===== src/rtl/errstat_pkg.sv =====
package errstat_pkg;

    localparam int STAT_W = 16;
    localparam int ERR_LO = 5;
    localparam int ERR_HI = 10;

    typedef enum logic {
        IND_LATCHED = 1'b0,
        IND_SIMPLE  = 1'b1
    } ind_mode_e;

    function automatic logic any_err(input logic [STAT_W-1:0] v);
        return |v[ERR_HI:ERR_LO];
    endfunction

endpackage


===== src/rtl/errstat_shift.sv =====
module errstat_shift #(
    parameter int W = errstat_pkg::STAT_W
) (
    input  logic         clk,
    input  logic         rst,
    input  logic         en,
    input  logic         cs_n,
    input  logic         sclk,
    input  logic [W-1:0] stat_in,
    output logic         frame_start,
    output logic         frame_open,
    output logic         frame_done,
    output logic         sdo,
    output logic         sdo_oe
);
    localparam int CW = $clog2(W + 2);
    localparam logic [CW-1:0] CNT_FULL = CW'(W);
    localparam logic [CW-1:0] CNT_SAT  = CW'(W + 1);

    logic         cs_prev_q, sclk_prev_q, open_q, sdo_q;
    logic [W-1:0] shreg_q;
    logic [CW-1:0] cnt_q;
    logic         sclk_up;

    assign frame_start = en && cs_prev_q && !cs_n;
    assign sclk_up     = open_q && !cs_n && !sclk_prev_q && sclk;
    assign frame_done  = en && open_q && cs_n && (cnt_q == CNT_FULL);
    assign frame_open  = open_q;
    assign sdo         = sdo_q;
    assign sdo_oe      = open_q;

    always_ff @(posedge clk) begin
        if (rst) begin
            cs_prev_q   <= 1'b1;
            sclk_prev_q <= 1'b0;
            open_q      <= 1'b0;
            sdo_q       <= 1'b0;
            shreg_q     <= '0;
            cnt_q       <= '0;
        end else begin
            cs_prev_q   <= cs_n;
            sclk_prev_q <= sclk;
            if (!en) begin
                open_q <= 1'b0;
            end else if (frame_start) begin
                open_q  <= 1'b1;
                shreg_q <= stat_in;
                cnt_q   <= '0;
                sdo_q   <= 1'b0;
            end else if (open_q && cs_n) begin
                open_q <= 1'b0;
            end else if (sclk_up) begin
                sdo_q   <= shreg_q[W-1];
                shreg_q <= {shreg_q[W-2:0], 1'b0};
                if (cnt_q != CNT_SAT) cnt_q <= cnt_q + 1'b1;
            end
        end
    end

    // a released select for two samples leaves the output released
    a_r2_idle_hiz: assert property (@(posedge clk) disable iff (rst)
        (cs_n && $past(cs_n)) |-> !sdo_oe);
    // the edge counter saturates and never wraps
    a_r7_cnt_bound: assert property (@(posedge clk) disable iff (rst)
        cnt_q <= CNT_SAT);
    // right after a select fall the line is driven low
    a_r3_start_low: assert property (@(posedge clk) disable iff (rst)
        frame_start |=> (sdo_oe && !sdo));

endmodule


===== src/rtl/errstat_flags.sv =====
module errstat_flags #(
    parameter int W = errstat_pkg::STAT_W
) (
    input  logic         clk,
    input  logic         rst,
    input  logic         simple,
    input  logic [W-1:0] cond,
    input  logic         frame_start,
    input  logic         frame_open,
    input  logic         frame_done,
    output logic [W-1:0] status
);
    logic [W-1:0] status_q, seen_q, clr_mask;

    assign clr_mask = ~cond & ~seen_q;
    assign status   = status_q;

    always_ff @(posedge clk) begin
        if (rst) begin
            status_q <= '0;
            seen_q   <= '0;
        end else begin
            if (frame_start)     seen_q <= cond;
            else if (frame_open) seen_q <= seen_q | cond;

            if (simple)          status_q <= cond;
            else if (frame_done) status_q <= (status_q & ~clr_mask) | cond;
            else                 status_q <= status_q | cond;
        end
    end

    // an active condition is reflected in the status on the next cycle
    a_r5_set: assert property (@(posedge clk) disable iff (rst)
        $past(!rst) |-> ((status_q & $past(cond)) == $past(cond)));
    // a bit only drops on a completed frame or in simple mode
    a_r6_clear_only_done: assert property (@(posedge clk) disable iff (rst)
        ($past(!rst) && |($past(status_q) & ~status_q)) |->
            ($past(frame_done) || $past(simple)));

endmodule


===== src/rtl/errstat_ind.sv =====
module errstat_ind #(
    parameter int W = errstat_pkg::STAT_W
) (
    input  logic         clk,
    input  logic         rst,
    input  logic         mode_sel,
    input  logic         uv_io,
    input  logic         normal_op,
    input  logic [W-1:0] cond,
    input  logic [W-1:0] status,
    output logic         simple,
    output logic         err_ind_n
);
    import errstat_pkg::*;

    ind_mode_e mode_q;

    always_ff @(posedge clk) begin
        if (rst)         mode_q <= IND_LATCHED;
        else if (!uv_io) mode_q <= ind_mode_e'(mode_sel);
    end

    assign simple    = (mode_q == IND_SIMPLE);
    assign err_ind_n = !(normal_op && any_err(simple ? cond : status));

    // undervoltage freezes the mode
    a_r11_mode_frozen: assert property (@(posedge clk) disable iff (rst)
        $past(!rst) && $past(uv_io) |-> $stable(mode_q));

endmodule


===== src/rtl/errstat_spi.sv =====
module errstat_spi #(
    parameter int W = errstat_pkg::STAT_W
) (
    input  logic         clk,
    input  logic         rst,
    input  logic         cs_n,
    input  logic         sclk,
    input  logic         mode_sel,
    input  logic         uv_io,
    input  logic         normal_op,
    input  logic [W-1:0] cond,
    output logic         sdo,
    output logic         sdo_oe,
    output logic         err_ind_n
);
    logic         simple, f_start, f_open, f_done;
    logic [W-1:0] status;

    errstat_ind #(.W(W)) u_ind (
        .clk(clk), .rst(rst), .mode_sel(mode_sel), .uv_io(uv_io),
        .normal_op(normal_op), .cond(cond), .status(status),
        .simple(simple), .err_ind_n(err_ind_n)
    );

    errstat_shift #(.W(W)) u_shift (
        .clk(clk), .rst(rst), .en(!simple), .cs_n(cs_n), .sclk(sclk),
        .stat_in(status), .frame_start(f_start), .frame_open(f_open),
        .frame_done(f_done), .sdo(sdo), .sdo_oe(sdo_oe)
    );

    errstat_flags #(.W(W)) u_flags (
        .clk(clk), .rst(rst), .simple(simple), .cond(cond),
        .frame_start(f_start), .frame_open(f_open), .frame_done(f_done),
        .status(status)
    );

    // simple mode never enables the serial output
    a_r10_simple_hiz: assert property (@(posedge clk) disable iff (rst)
        $past(!rst) && $past(simple) && simple |-> !sdo_oe);

endmodule


===== config.mk =====
export PLATFORM = sky130hd
export DESIGN_NAME = errstat_spi
export DESIGN_NICKNAME = d
export VERILOG_FILES = /design/src/rtl/errstat_pkg.sv /design/src/rtl/errstat_shift.sv /design/src/rtl/errstat_flags.sv /design/src/rtl/errstat_ind.sv /design/src/rtl/errstat_spi.sv
export SDC_FILE = /design/constraint.sdc
export NUM_CORES = 1
export LEC_CHECK = 0
export ABC_AREA = 1
export BUFFER_PORTS_ARGS = -buffer_cell sky130_fd_sc_hd__buf_2
export CORE_MARGIN = 5
export CORE_UTILIZATION = 40
export DETAILED_ROUTE_END_ITERATION = 12
export PLACE_DENSITY_LB_ADDON = 0.1
export RECOVER_POWER = 25
export SLEW_MARGIN = 10
export SYNTH_ARGS = -nofsm -noshare
export SYNTH_HDL_FRONTEND = slang
export SYNTH_HIERARCHICAL = 1
export SYNTH_SLANG_ARGS = --single-unit

===== constraint.sdc =====
create_clock -name clk -period 2.5 [get_ports clk]
set_input_delay 0.5 -clock clk [delete_from_list [all_inputs] [get_ports clk]]
set_output_delay 0.5 -clock clk [all_outputs]
set_load 0.02 [all_outputs]

; After elaboration in Yosys (flattened, before gate mapping)
; Cells that the tools add are included.
[word_totals]
n_memories = 0
romBits = 0
out_inout_bits = 3
mem_bits_rw = 0
latchBits = 0
elab_cells = 61
regBits = 58
inputBits = 23
[op_classes]
bitwise = 9
n_shift = 0
add_sub_neg = 1
reduce_logical = 22
div = 0
eq_ne = 3
magnitude_cmp = 0
n_mux = 17
n_mul = 0
[op_table]
columns = op, n
row1 = 16-bit two-way mux, 7
row2 = 16-bit inverter, 3
row3 = 16-bit bitwise OR, 3
row4 = 16-bit bitwise AND, 2
row5 = 5-bit two-way mux, 4
row6 = 11-bit two-way mux, 1
row7 = 1-bit logical AND, 10
row8 = 2-bit nonzero test, 4
row9 = 6-bit OR reduction, 1
row10 = "5-bit by 1-bit adder with 5-bit output, second input constant", 1
row11 = "5-bit == test, second input constant", 1
row12 = 1-bit two-way mux, 5
row13 = "5-bit inequality test, second input constant", 1
row14 = 1-bit logical NOT, 4
row15 = 4-bit AND reduction, 1
row16 = 3-bit AND reduction, 1
row17 = "2-bit inequality test, second input constant", 1
row18 = 2-bit OR reduction, 1
row19 = 1-bit inverter, 1

; Depth between registers and ports, before layout
; Gate-level depths: netlist of run 1.
[depth]
depth_word = 7
depth_mapped = 10

; By module
; The synthesis of run 1 kept the hierarchy.
[modules_own_cells]
columns = module, instances, area_per_inst_um2, cells_each, seq_area_each_um2
row1 = errstat_flags, 1, 1423.9, 204, 640.6
row2 = errstat_shift, 1, 1273.7, 201, 500.5
row3 = errstat_ind, 1, 117.6, 24, 20.0
row4 = errstat_spi, 1, 3.8, 1, 0.0

; Worst setup path after synthesis of run 1
; Ideal clock, no wire load.
[synth_timing]
kind = register -> register
start = register u_ind.mode_q, in the netlist u_ind/simple
end = register u_flags.seen_q[0]
synth_period_minus_slack_ps = 1368
path_slack_ps = 1132
path_stages_with_launch = 11
setup_ps = 124
arrival_ps = 1245
cell_sequence = dfxtp_1 > inv_1 > nand2_1 > nor2_2 > buf_4 > buf_6 > inv_2 > nand2_4 > buf_6 > nand2_1 > a21oi_1
[synth_between]
elab_chain_len = 4
elab_cells_between_ends = 5
classes_between = mux (1) / reduce/logical (4)
[synth_lines]
columns = element, line
row1 = from (decl), errstat_ind.sv:16  ; ind_mode_e mode_q;
row2 = from (signal assigned), errstat_ind.sv:20  ; else if (!uv_io) mode_q <= ind_mode_e'(mode_sel);
row3 = 1-bit logical NOT (*), errstat_spi.sv:26  ; .clk(clk), .rst(rst), .en(!simple), .cs_n(cs_n), .sclk(sclk),
row4 = 1-bit logical AND (*) (2 in a row), errstat_shift.sv:25  ; assign frame_start = en && cs_prev_q && !cs_n;
row5 = named net f_start, errstat_spi.sv:16  ; logic simple, f_start, f_open, f_done;
row6 = 16-bit two-way mux or 2-bit nonzero test (tied branches), n/a
row7 = to (signal assigned), errstat_flags.sv:23  ; if (frame_start) seen_q <= cond;
row8 = to (signal assigned), errstat_flags.sv:24  ; else if (frame_open) seen_q <= seen_q | cond;
row9 = to (decl), errstat_flags.sv:13  ; logic [W-1:0] status_q, seen_q, clr_mask;
; Mark *: on every way through the listed nets, which the timed path passes. The rest lies on a longest branch.
; A chain may end at the register's enable or synchronous reset.

; Worst setup path after layout of run 1
[layout_timing]
start = register u_ind.mode_q, in the netlist u_ind/simple
end = output err_ind_n
[layout_between]
elab_chain_len = 4
[layout_lines]
columns = element, line
row1 = 11-bit two-way mux, errstat_ind.sv:24  ; assign err_ind_n = !(normal_op && any_err(simple ? cond : status));
row2 = 6-bit OR reduction, errstat_pkg.sv:13  ; return |v[ERR_HI:ERR_LO];
row3 = 1-bit logical AND, errstat_ind.sv:24
row4 = 1-bit logical NOT, errstat_ind.sv:24
row5 = to (decl), errstat_spi.sv:14  ; output logic err_ind_n
; Every way passes these cells.

==> impl_metrics.tcl, run 1 <==
set metrics [dict create \
    run_status "finished clean" \
    unrepaired_setup_endpoints_after_global_routing "no" \
    netlist-cell-type-count 24 \
    ys_ff_latch 58 \
    flop2flop_setup_slack_ns 0.59 \
    pin_count_of_the_biggest_net_entering_global_routing 25 \
    leakagePower_uw 0.00144 \
    layout.nets 480 \
    setup.worst_path.end "err_ind_n" \
    clk_transition_reported_paths_ns 0.06 \
    tightest_slew_ns 1.16 \
    maximum_clock_skew_at_final_layout_ns 0.00816 \
    route.detailed.drc 0 \
    finalMaxSlewViolations 0 \
    placeableCoreArea_mm2 0.00683 \
    met2_usage 0.239 \
    regArea_mm2 0.00116 \
    ctsHtreeMaxLevel 3 \
    layout-drive-gt1-share 0.129 \
    floorplan.initialDensity 0.413 \
    totalPowerFinal_uw 2020 \
    ant_nets 0 \
    tritoncts "yes" \
    worst_vdd_drop_mv 0.367 \
    proportion_of_netlist_area_held_by_the_largest_area_contributor 0.412 \
    gpl.final_weighted_congestion 0.805 \
    cts_inserted_buffers 9 \
    root_buffer "sky130_fd_sc_hd__clkbuf_8" \
    grt_overflow 0 \
    grt_pass1_vias 2324 \
    cts_setup_buffers 0 \
    total_negative_setup_slacks_ns 0 \
    detail_route.vias_per_cell 4.35 \
    timing.reg2reg.worst_path_depth 8 \
    maxSlewHeadroom 0.229 \
    mappedNetlistNets 456 \
    routedWlPerCell_um 11.1 \
    end_kind "primary output" \
    report.final.setup_viol 0 \
    global_route_usage_over_all_layers 0.151 \
    fillerInstances 801 \
    cts_resized 0 \
    timing_hold_violations_final 0 \
    met3_capacity_usage_during_global_routing 0.0288 \
    multi_input_area_mm2 0.00123 \
    fin_crit_sh 0.785 \
    route.final.wire_length_um 6160 \
    cp.required_ns 2.00 \
    dp.final_hpwl_um 4200 \
    cts_sink_count 58 \
    endpoint_of_the_worst_register_to_register_path "u_flags/status[3]$_SDFF_PP0_" \
    worst_skew_pair.late_latency_ns 0.33 \
    io_buffer_count 25 \
    yosys.area.top_type "sky130_fd_sc_hd__dfxtp_1" \
    synthCells 430 \
    critPathKind "register to primary output" \
    crit_path_max_fanout 18 \
    grt-busiest-layer "met2" \
    min_period_ns 1.96 \
    grt_pass1_wl_um 10500 \
    worst_setup_path_start_kind "register" \
    die_y_um 94.0 \
    clock.fmax_mhz 509 \
    power_density_mw_per_mm2 646 \
    first_pass_iters 4 \
    num_vias 2416 \
    placementRows 30 \
    boundaryPins 26 \
    hp_class "input port to register" \
    yosys-top-cells-area "sky130_fd_sc_hd__dfxtp_1 41%, sky130_fd_sc_hd__nand2_1 23%, sky130_fd_sc_hd__inv_1 9.2%" \
    dieWidth_um 94.0 \
    timing.max_cap.violations 0 \
    yosys_warnings 6 \
    ctsHoldBuffers 0 \
    reg_to_reg_start "u_shift/cnt_q[0]$_SDFFE_PP0P_" \
    worstPathArrival_ns 1.46 \
    diodes 0 \
    die_area_mm2 0.00883 \
    clockBufferDepth 2 \
    yosysSeqAreaShare 0.412 \
    timing.critical_path.from "u_ind/simple$_SDFFE_PP0N_" \
    initial_antenna_violation_count 0 \
    syn2layout_area_growth_pct 10.7 \
    routing_usage_on_met1 0.197 \
    initialDrtViolationCount 147 \
    synthesis.area_per_instance_um2 6.56 \
    synth_area_mm2 0.00282 \
]
## layout make-up
type                            count  share of cell area
Timing Repair Buffer               32              0.0533
Tap cell                           96              0.0385
Clock inverter                      6              0.0104
Clock buffer                       10              0.0441
Inverter                           72              0.0866
Sequential cell                    58               0.372
Multi-Input combinational cell    281               0.395
## sequential cells by signal, indices dropped and copies added, names as in the netlist
register             count
u_flags/status          16
u_flags/seen_q          16
u_shift/frame_open       1
u_shift/cnt_q            5
u_shift/sclk_prev_q      1
u_shift/sdo              1
u_shift/shreg_q         16
u_shift/cs_prev_q        1
u_ind/simple             1
## worst min-delay path by stage
stage	startpoint	end	slack, ns	depth (start not counted)
after floorplan	u_shift/shreg_q[15]$_SDFFE_PP0P_	u_shift/shreg_q[15]$_SDFFE_PP0P_	0.43	2
after global placement	u_shift/shreg_q[15]$_SDFFE_PP0P_	u_shift/shreg_q[15]$_SDFFE_PP0P_	0.45	2
after detailed placement	u_shift/shreg_q[15]$_SDFFE_PP0P_	u_shift/shreg_q[15]$_SDFFE_PP0P_	0.45	2
after CTS	uv_io	u_ind/simple$_SDFFE_PP0N_	0.35	2
after global routing	sclk	u_shift/sclk_prev_q$_SDFF_PP0_	0.37	3
final	uv_io	u_ind/simple$_SDFFE_PP0N_	0.37	2
## through the flow
stage	hold slack (ns)	area, um^2	instances	util	setup slack [ns]
floorplan	0.430	2820	430	-	1.13
global placement	0.446	2970	539	0.434	0.694
detailed placement	0.452	2970	539	0.434	0.672
CTS	0.352	3140	555	0.459	0.498
global route	0.375	3120	555	0.457	0.360
finish	0.371	3120	555	0.457	0.537
## cell families (layout without fill, tap and decap cells)
logic type / Yosys count / after routing / share of synthesized area
compound gates: 53 / 53 / 0.107
fa+ha+maj: 3 / 3 / 0.0133
buf+inv: 91 / 120 / 0.150
flops: 58 / 58 / 0.412
simple gates: 225 / 225 / 0.319
## power by group
part	internal, uW	switching, uW
Clock	377	368
Combinational	90.4	167
Sequential	979	35.6
Total	1450	570
## cells in the final DEF (no fill, tap or decap)
cell type,count
sky130_fd_sc_hd__nand2_1,171
sky130_fd_sc_hd__inv_1,69
sky130_fd_sc_hd__dfxtp_1,58
sky130_fd_sc_hd__a21oi_1,42
sky130_fd_sc_hd__nor2_1,35
sky130_fd_sc_hd__buf_2,22
sky130_fd_sc_hd__clkbuf_8,10
sky130_fd_sc_hd__nand3_1,8
sky130_fd_sc_hd__a21oi_2,7
sky130_fd_sc_hd__clkinv_2,5
sky130_fd_sc_hd__clkbuf_1,5
sky130_fd_sc_hd__buf_4,5
sky130_fd_sc_hd__nor2_2,3
sky130_fd_sc_hd__ha_1,3
sky130_fd_sc_hd__inv_2,2
sky130_fd_sc_hd__nor2_4,2
sky130_fd_sc_hd__nor3_1,2
sky130_fd_sc_hd__o21ai_0,2
sky130_fd_sc_hd__nand4_1,2
sky130_fd_sc_hd__clkinvlp_4,1
sky130_fd_sc_hd__nand2_4,1
sky130_fd_sc_hd__nand3_2,1
sky130_fd_sc_hd__a211oi_1,1
sky130_fd_sc_hd__clkinv_1,1
sky130_fd_sc_hd__o21bai_1,1
## critical path: stages (launching register included)
cell	delay (ns)
sky130_fd_sc_hd__dfxtp_1	0.34
sky130_fd_sc_hd__buf_4	0.26
sky130_fd_sc_hd__inv_1	0.09
sky130_fd_sc_hd__nand2_1	0.08
sky130_fd_sc_hd__nor2_1	0.05
sky130_fd_sc_hd__nand2_1	0.10
sky130_fd_sc_hd__nand3_2	0.06
sky130_fd_sc_hd__buf_2	0.16
## synth_stat cells, drive strengths merged
library cell	number
nand2	172
inv	71
dfxtp	58
a21oi	49
nor2	40
buf	17
nand3	9
ha	3
clkbuf	2
nand4	2
nor3	2
o21ai	2
a211oi	1
clkinv	1
o21bai	1
## layer usage
metal / vias up / part of all wire
met2: 30 / 0.44
met4: 0 / 0.018
li1: 1329 / -
met1: 1050 / 0.52
met3: 7 / 0.027
met5: - / 0
Power figures use the tool's default switching activity.
==> run 2, diff against run 1 <==
clock period = 1.65 ns   (was 2.5 ns; I/O delays follow)
==> run 2 against run 1 <==
Compared with the run above: critical endpoint unchanged; register-to-register slack worse by 0.38 ns; setup slack worse by 0.44 ns; highest routed layer unchanged; sequential cell count unchanged; combinational power is 58% higher; routed wire length fell by 2.3%; first-iteration DRC count fell by 45%; non-clock buffer count is 6 higher; critical path depth shrank 1.
==> impl_metrics.tcl, run 2 (synthesis gave the netlist of run 1 again) <==
set metrics [dict create \
    dp.final_hpwl_um 4240 \
    initial_antenna_violation_count 0 \
    unrepaired_setup_endpoints_after_global_routing "no" \
    floorplan.initialDensity 0.413 \
    power_density_mw_per_mm2 1130 \
    dp_cells 545 \
    root_buffer "sky130_fd_sc_hd__clkbuf_8" \
    dpl-instance-area_mm2 0.00302 \
    hp_class "input port to register" \
    num_vias 2443 \
    grt_pass1_vias 2374 \
    cts_setup_buffers 0 \
    placementRows 30 \
    tightest_slew_ns 0.489 \
    grt_pass1_wl_um 10700 \
    worst_setup_path_start_kind "register" \
    detail_route.vias_per_cell 4.35 \
    switching_share 0.236 \
    cts_sink_count 58 \
    worst_vdd_drop_mv 0.434 \
    die_area_mm2 0.00883 \
    worstPathArrival_ns 1.22 \
    cellInternalPower_uw 2830 \
    grt_overflow 0 \
    timing.critical_path.from "u_ind/simple$_SDFFE_PP0N_" \
    multi_input_area_mm2 0.00123 \
    share_comb_of_total_power 0.110 \
    pin_count_of_the_biggest_net_entering_global_routing 23 \
    clockBufferDepth 2 \
    finalInstanceArea_mm2 0.00328 \
    tritoncts "yes" \
    clock.fmax_mhz 644 \
    dieWidth_um 94.0 \
    layout.nets 486 \
    timing.max_cap.violations 0 \
    power.share.sequential 0.414 \
    total_negative_setup_slacks_ns 0 \
    global_route_usage_over_all_layers 0.154 \
    clk_transition_reported_paths_ns 0.06 \
    layout-drive-gt1-share 0.144 \
    pre_cts_slack_ns 0.232 \
    finalMaxSlewViolations 0 \
    initialDrtViolationCount 81 \
    most-common-layout-cells "171 x sky130_fd_sc_hd__nand2_1, 70 x sky130_fd_sc_hd__inv_1, 57 x sky130_fd_sc_hd__dfxtp_1, 41 x sky130_fd_sc_hd__a21oi_1, 35 x sky130_fd_sc_hd__nor2_1" \
    report.final.setup_viol 0 \
    routedWlPerCell_um 10.7 \
    maximum_clock_skew_at_final_layout_ns 0.00946 \
    route.detailed.drc 0 \
    utilization 0.480 \
    leakagePower_uw 0.00152 \
    fin_ws_ns 0.0968 \
    min_period_ns 1.55 \
    run_status "finished clean" \
    fin_crit_sh 0.941 \
    power_switching_uw 872 \
    timing_hold_violations_final 0 \
    diodes 0 \
    critPathKind "register to primary output" \
    fillerInstances 781 \
    power_frac_clock 0.476 \
    gpl.final_weighted_congestion 0.731 \
    route.final.wire_length_um 6020 \
    mostFrequentLayoutCell "sky130_fd_sc_hd__nand2_1" \
    syn2layout_area_growth_pct 16.3 \
    cp.required_ns 1.32 \
    first_pass_iters 4 \
    reg_to_reg_start "u_ind/simple$_SDFFE_PP0N_" \
    ctsHtreeMaxLevel 3 \
    io_buffer_count 25 \
    finished_layout_cells 561 \
    ant_nets 0 \
    maxSlewHeadroom 0.674 \
    end_kind "primary output" \
    regArea_mm2 0.00116 \
    worst_hold_startpoint "uv_io" \
    worst_skew_pair.late_latency_ns 0.33 \
    boundaryPins 26 \
    die_y_um 94.0 \
    placeableCoreArea_mm2 0.00683 \
    cts_inserted_buffers 9 \
    crit_path_max_fanout 5 \
]
==> run 2: cell count changes in the layout (fill, tap and decap cells not counted), sizes merged <==
cell / delta
clkinv: -4
bufinv: +4
clkinvlp: -1
buf: +7
==> run 2: cell type report <==
cell class | count | share of cell area
clock inverter | 5 | 0.0382
tap | 96 | 0.0366
sequential | 58 | 0.354
inverter | 72 | 0.0824
multi-input combinational | 281 | 0.375
timing repair buffer | 38 | 0.0698
clock buffer | 11 | 0.0431
==> run 2: power by group through the flow <==
stage	registers (uW)	clock network, uW	logic, uW
finish	1530	1760	407
global route	1550	1870	471
CTS	1530	1800	418
detailed placement	1570	0	417
global placement	1560	0	415
floorplan	1550	0	314
==> run 2: critical path, stage by stage, from the launching register on <==
cell	delay, ns
sky130_fd_sc_hd__dfxtp_2	0.34
sky130_fd_sc_hd__inv_1	0.08
sky130_fd_sc_hd__nand2_1	0.07
sky130_fd_sc_hd__nor2_1	0.11
sky130_fd_sc_hd__nand2_1	0.08
sky130_fd_sc_hd__nand3_2	0.06
sky130_fd_sc_hd__buf_2	0.16
==> run 2: final timing paths <==
path | end | slack (ns) | cells past startpoint
worst max-delay path | err_ind_n | 0.1 | 6
worst max register to register | u_flags/seen_q[2]$_SDFFE_PP0P_ | 0.21 | 7
worst min-delay path | u_ind/simple$_SDFFE_PP0N_ | 0.21 | 2
worst min register to register | u_shift/shreg_q[14]$_SDFFE_PP0P_ | 0.46 | 2
==> run 2: metrics by stage <==
step / hold slack, ns / total power, uW
floorplan: 0.399 / 1870
global placement: 0.452 / 1980
detailed placement: 0.456 / 1980
CTS: 0.202 / 3750
global route: 0.201 / 3890
finish: 0.210 / 3700
==> run 2: what timing repair did <==
item | CTS | global route
hold buffers | 0 | 0
endpoints found under the setup margin | 0 | 1
resized for setup | 0 | 1
==> run 2: per-layer routing <==
| metal | vias to the layer above | global-route usage | routed length (um) |
|---|---|---|---|
| met2 | 39 | 0.237 | 2680 |
| met3 | 6 | 0.0321 | 199 |
| met5 | - | 0 | 0 |
| li1 | 1336 | - | - |
| met1 | 1062 | 0.205 | 3070 |
| met4 | 0 | 0.0722 | 74 |
==> run 3, diff against run 2 <==
SETUP_SLACK_MARGIN = 0.5   (was unset)
==> run 3 against run 2 <==
Compared with the run above: combinational power grew 75%; clock skew grew 0.0013 ns; sequential power is essentially flat; final cell count grew 3.7%; register-to-register slack lost 0.08 ns; via count grew 11%.
==> impl_metrics.tcl, run 3 (synthesis gave the netlist of run 1 again) <==
set metrics [dict create \
    worst_vdd_drop_mv 0.476 \
    cts_inserted_buffers 9 \
    power_density_mw_per_mm2 884 \
    most-common-layout-cells "78 x sky130_fd_sc_hd__nand2_1, 65 x sky130_fd_sc_hd__inv_1, 56 x sky130_fd_sc_hd__nand2_2, 56 x sky130_fd_sc_hd__dfxtp_1" \
    placementRows 30 \
    maxSlewHeadroom 0.684 \
    dp.final_hpwl_um 4010 \
    maximum_clock_skew_at_final_layout_ns 0.0107 \
    initial_antenna_violation_count 0 \
    num_vias 2717 \
    crit_path_max_fanout 4 \
    grt_overflow 0 \
    pin_count_of_the_biggest_net_entering_global_routing 22 \
    clockBufferDepth 2 \
    layout.nets 507 \
    io_buffer_count 25 \
    share_comb_of_total_power 0.190 \
    switching_share 0.286 \
    diodes 0 \
    route.detailed.drc 0 \
    leakagePower_uw 0.00192 \
    dieWidth_um 94.0 \
    tightest_slew_ns 0.474 \
    tritoncts "yes" \
    hp_class "input port to register" \
    unrepaired_setup_endpoints_after_global_routing "yes" \
    ant_nets 0 \
    detail_route.vias_per_cell 4.67 \
    run_status "finished clean" \
    cts_sink_count 58 \
    floorplan.initialDensity 0.413 \
    multi_input_area_mm2 0.00186 \
    worstPathArrival_ns 1.19 \
    total_negative_setup_slacks_ns 0 \
    fillerInstances 648 \
    clock.fmax_mhz 659 \
    cp.required_ns 1.32 \
    layout-drive-gt1-share 0.475 \
    placeableCoreArea_mm2 0.00683 \
    power_switching_uw 1070 \
    worst_setup_path_start_kind "register" \
    syn2layout_area_growth_pct 50.0 \
    cellInternalPower_uw 2670 \
    grt_pass1_wl_um 11600 \
    clk_transition_reported_paths_ns 0.07 \
    fin_crit_sh 0.920 \
    mostFrequentLayoutCell "sky130_fd_sc_hd__nand2_1" \
    timing.max_cap.violations 0 \
    power_frac_clock 0.394 \
    first_pass_iters 4 \
    die_y_um 94.0 \
    worst_skew_pair.late_latency_ns 0.34 \
    grt_pass1_vias 2405 \
    boundaryPins 26 \
    die_area_mm2 0.00883 \
    timing_hold_violations_final 0 \
    power.share.sequential 0.415 \
    min_period_ns 1.52 \
    critPathKind "register to primary output" \
    gpl.final_weighted_congestion 0.763 \
    route.final.wire_length_um 7660 \
    initialDrtViolationCount 143 \
    finalMaxSlewViolations 0 \
    totalPowerFinal_uw 3740 \
    regArea_mm2 0.00117 \
    root_buffer "sky130_fd_sc_hd__clkbuf_8" \
    routedWlPerCell_um 13.2 \
    global_route_usage_over_all_layers 0.168 \
    report.final.setup_viol 0 \
    ctsHtreeMaxLevel 3 \
    end_kind "primary output" \
    flop2flop_setup_slack_ns 0.13 \
]
==> run 3: critical path, cell delays in order (launching register included) <==
cell and delay [ns]:
sky130_fd_sc_hd__dfxtp_4 0.37, sky130_fd_sc_hd__inv_2 0.06, sky130_fd_sc_hd__nand2_2 0.04, sky130_fd_sc_hd__nor2_1 0.10
sky130_fd_sc_hd__nand2_1 0.09, sky130_fd_sc_hd__nand3_2 0.09, sky130_fd_sc_hd__buf_6 0.11
==> run 3: worst paths after layout <==
kind / startpoint / end / cells after the start
setup / recovery: u_ind/simple$_SDFFE_PP0N_ / err_ind_n / 6
setup reg to reg: u_ind/simple$_SDFFE_PP0N_ / u_flags/seen_q[12]$_SDFFE_PP0P_ / 9
hold reg to reg: u_flags/seen_q[8]$_SDFFE_PP0P_ / u_flags/seen_q[8]$_SDFFE_PP0P_ / 2
hold / removal: uv_io / u_ind/simple$_SDFFE_PP0N_ / 2
==> run 3: per-layer routing <==
| layer | wire length [um] | up-vias | track usage |
|---|---|---|---|
| met1 | 3370 | 1261 | 0.222 |
| li1 | - | 1390 | - |
| met5 | 0 | - | 0 |
| met2 | 3820 | 51 | 0.265 |
| met4 | 154 | 0 | 0.0614 |
| met3 | 316 | 15 | 0.0417 |
==> run 3: repair_timing <==
action	4_1_cts	5_1_grt
hold endpoints to repair	0	0
pin swaps	26	55
endpoints found under the setup margin	57	56
hold buffers	0	0
buffers inserted	11	6
gates resized for setup	87	139
gates cloned	6	1
==> run 3: layout make-up <==
cell class,count,area share
clock inverter,5,0.0183
clock buffer,11,0.0334
timing repair buffer,56,0.129
tap,96,0.0284
multi-input combinational,282,0.441
inverter,72,0.0693
timing repair inverter,2,0.00533
sequential,58,0.276
==> run 3: power by group through the flow <==
stage          combinational, uW  sequential [uW]  clock, uW
2_1_floorplan                324             1560          0
3_5_place_dp                 414             1570          0
5_1_grt                      774             1560       1590
6_report                     711             1550       1470
3_3_place_gp                 408             1570          0
4_1_cts                      587             1540       1500
==> run 3: through the flow <==
step,util,setup WS [ns],hold slack [ns],instances,area (um^2)
finish,0.619,0.132,0.185,582,4230
global route,0.619,0.0639,0.187,582,4230
CTS,0.548,0.131,0.172,575,3740
detailed placement,0.443,0.211,0.450,542,3030
global placement,0.443,0.259,0.443,542,3030
floorplan,-,0.389,0.399,430,2850
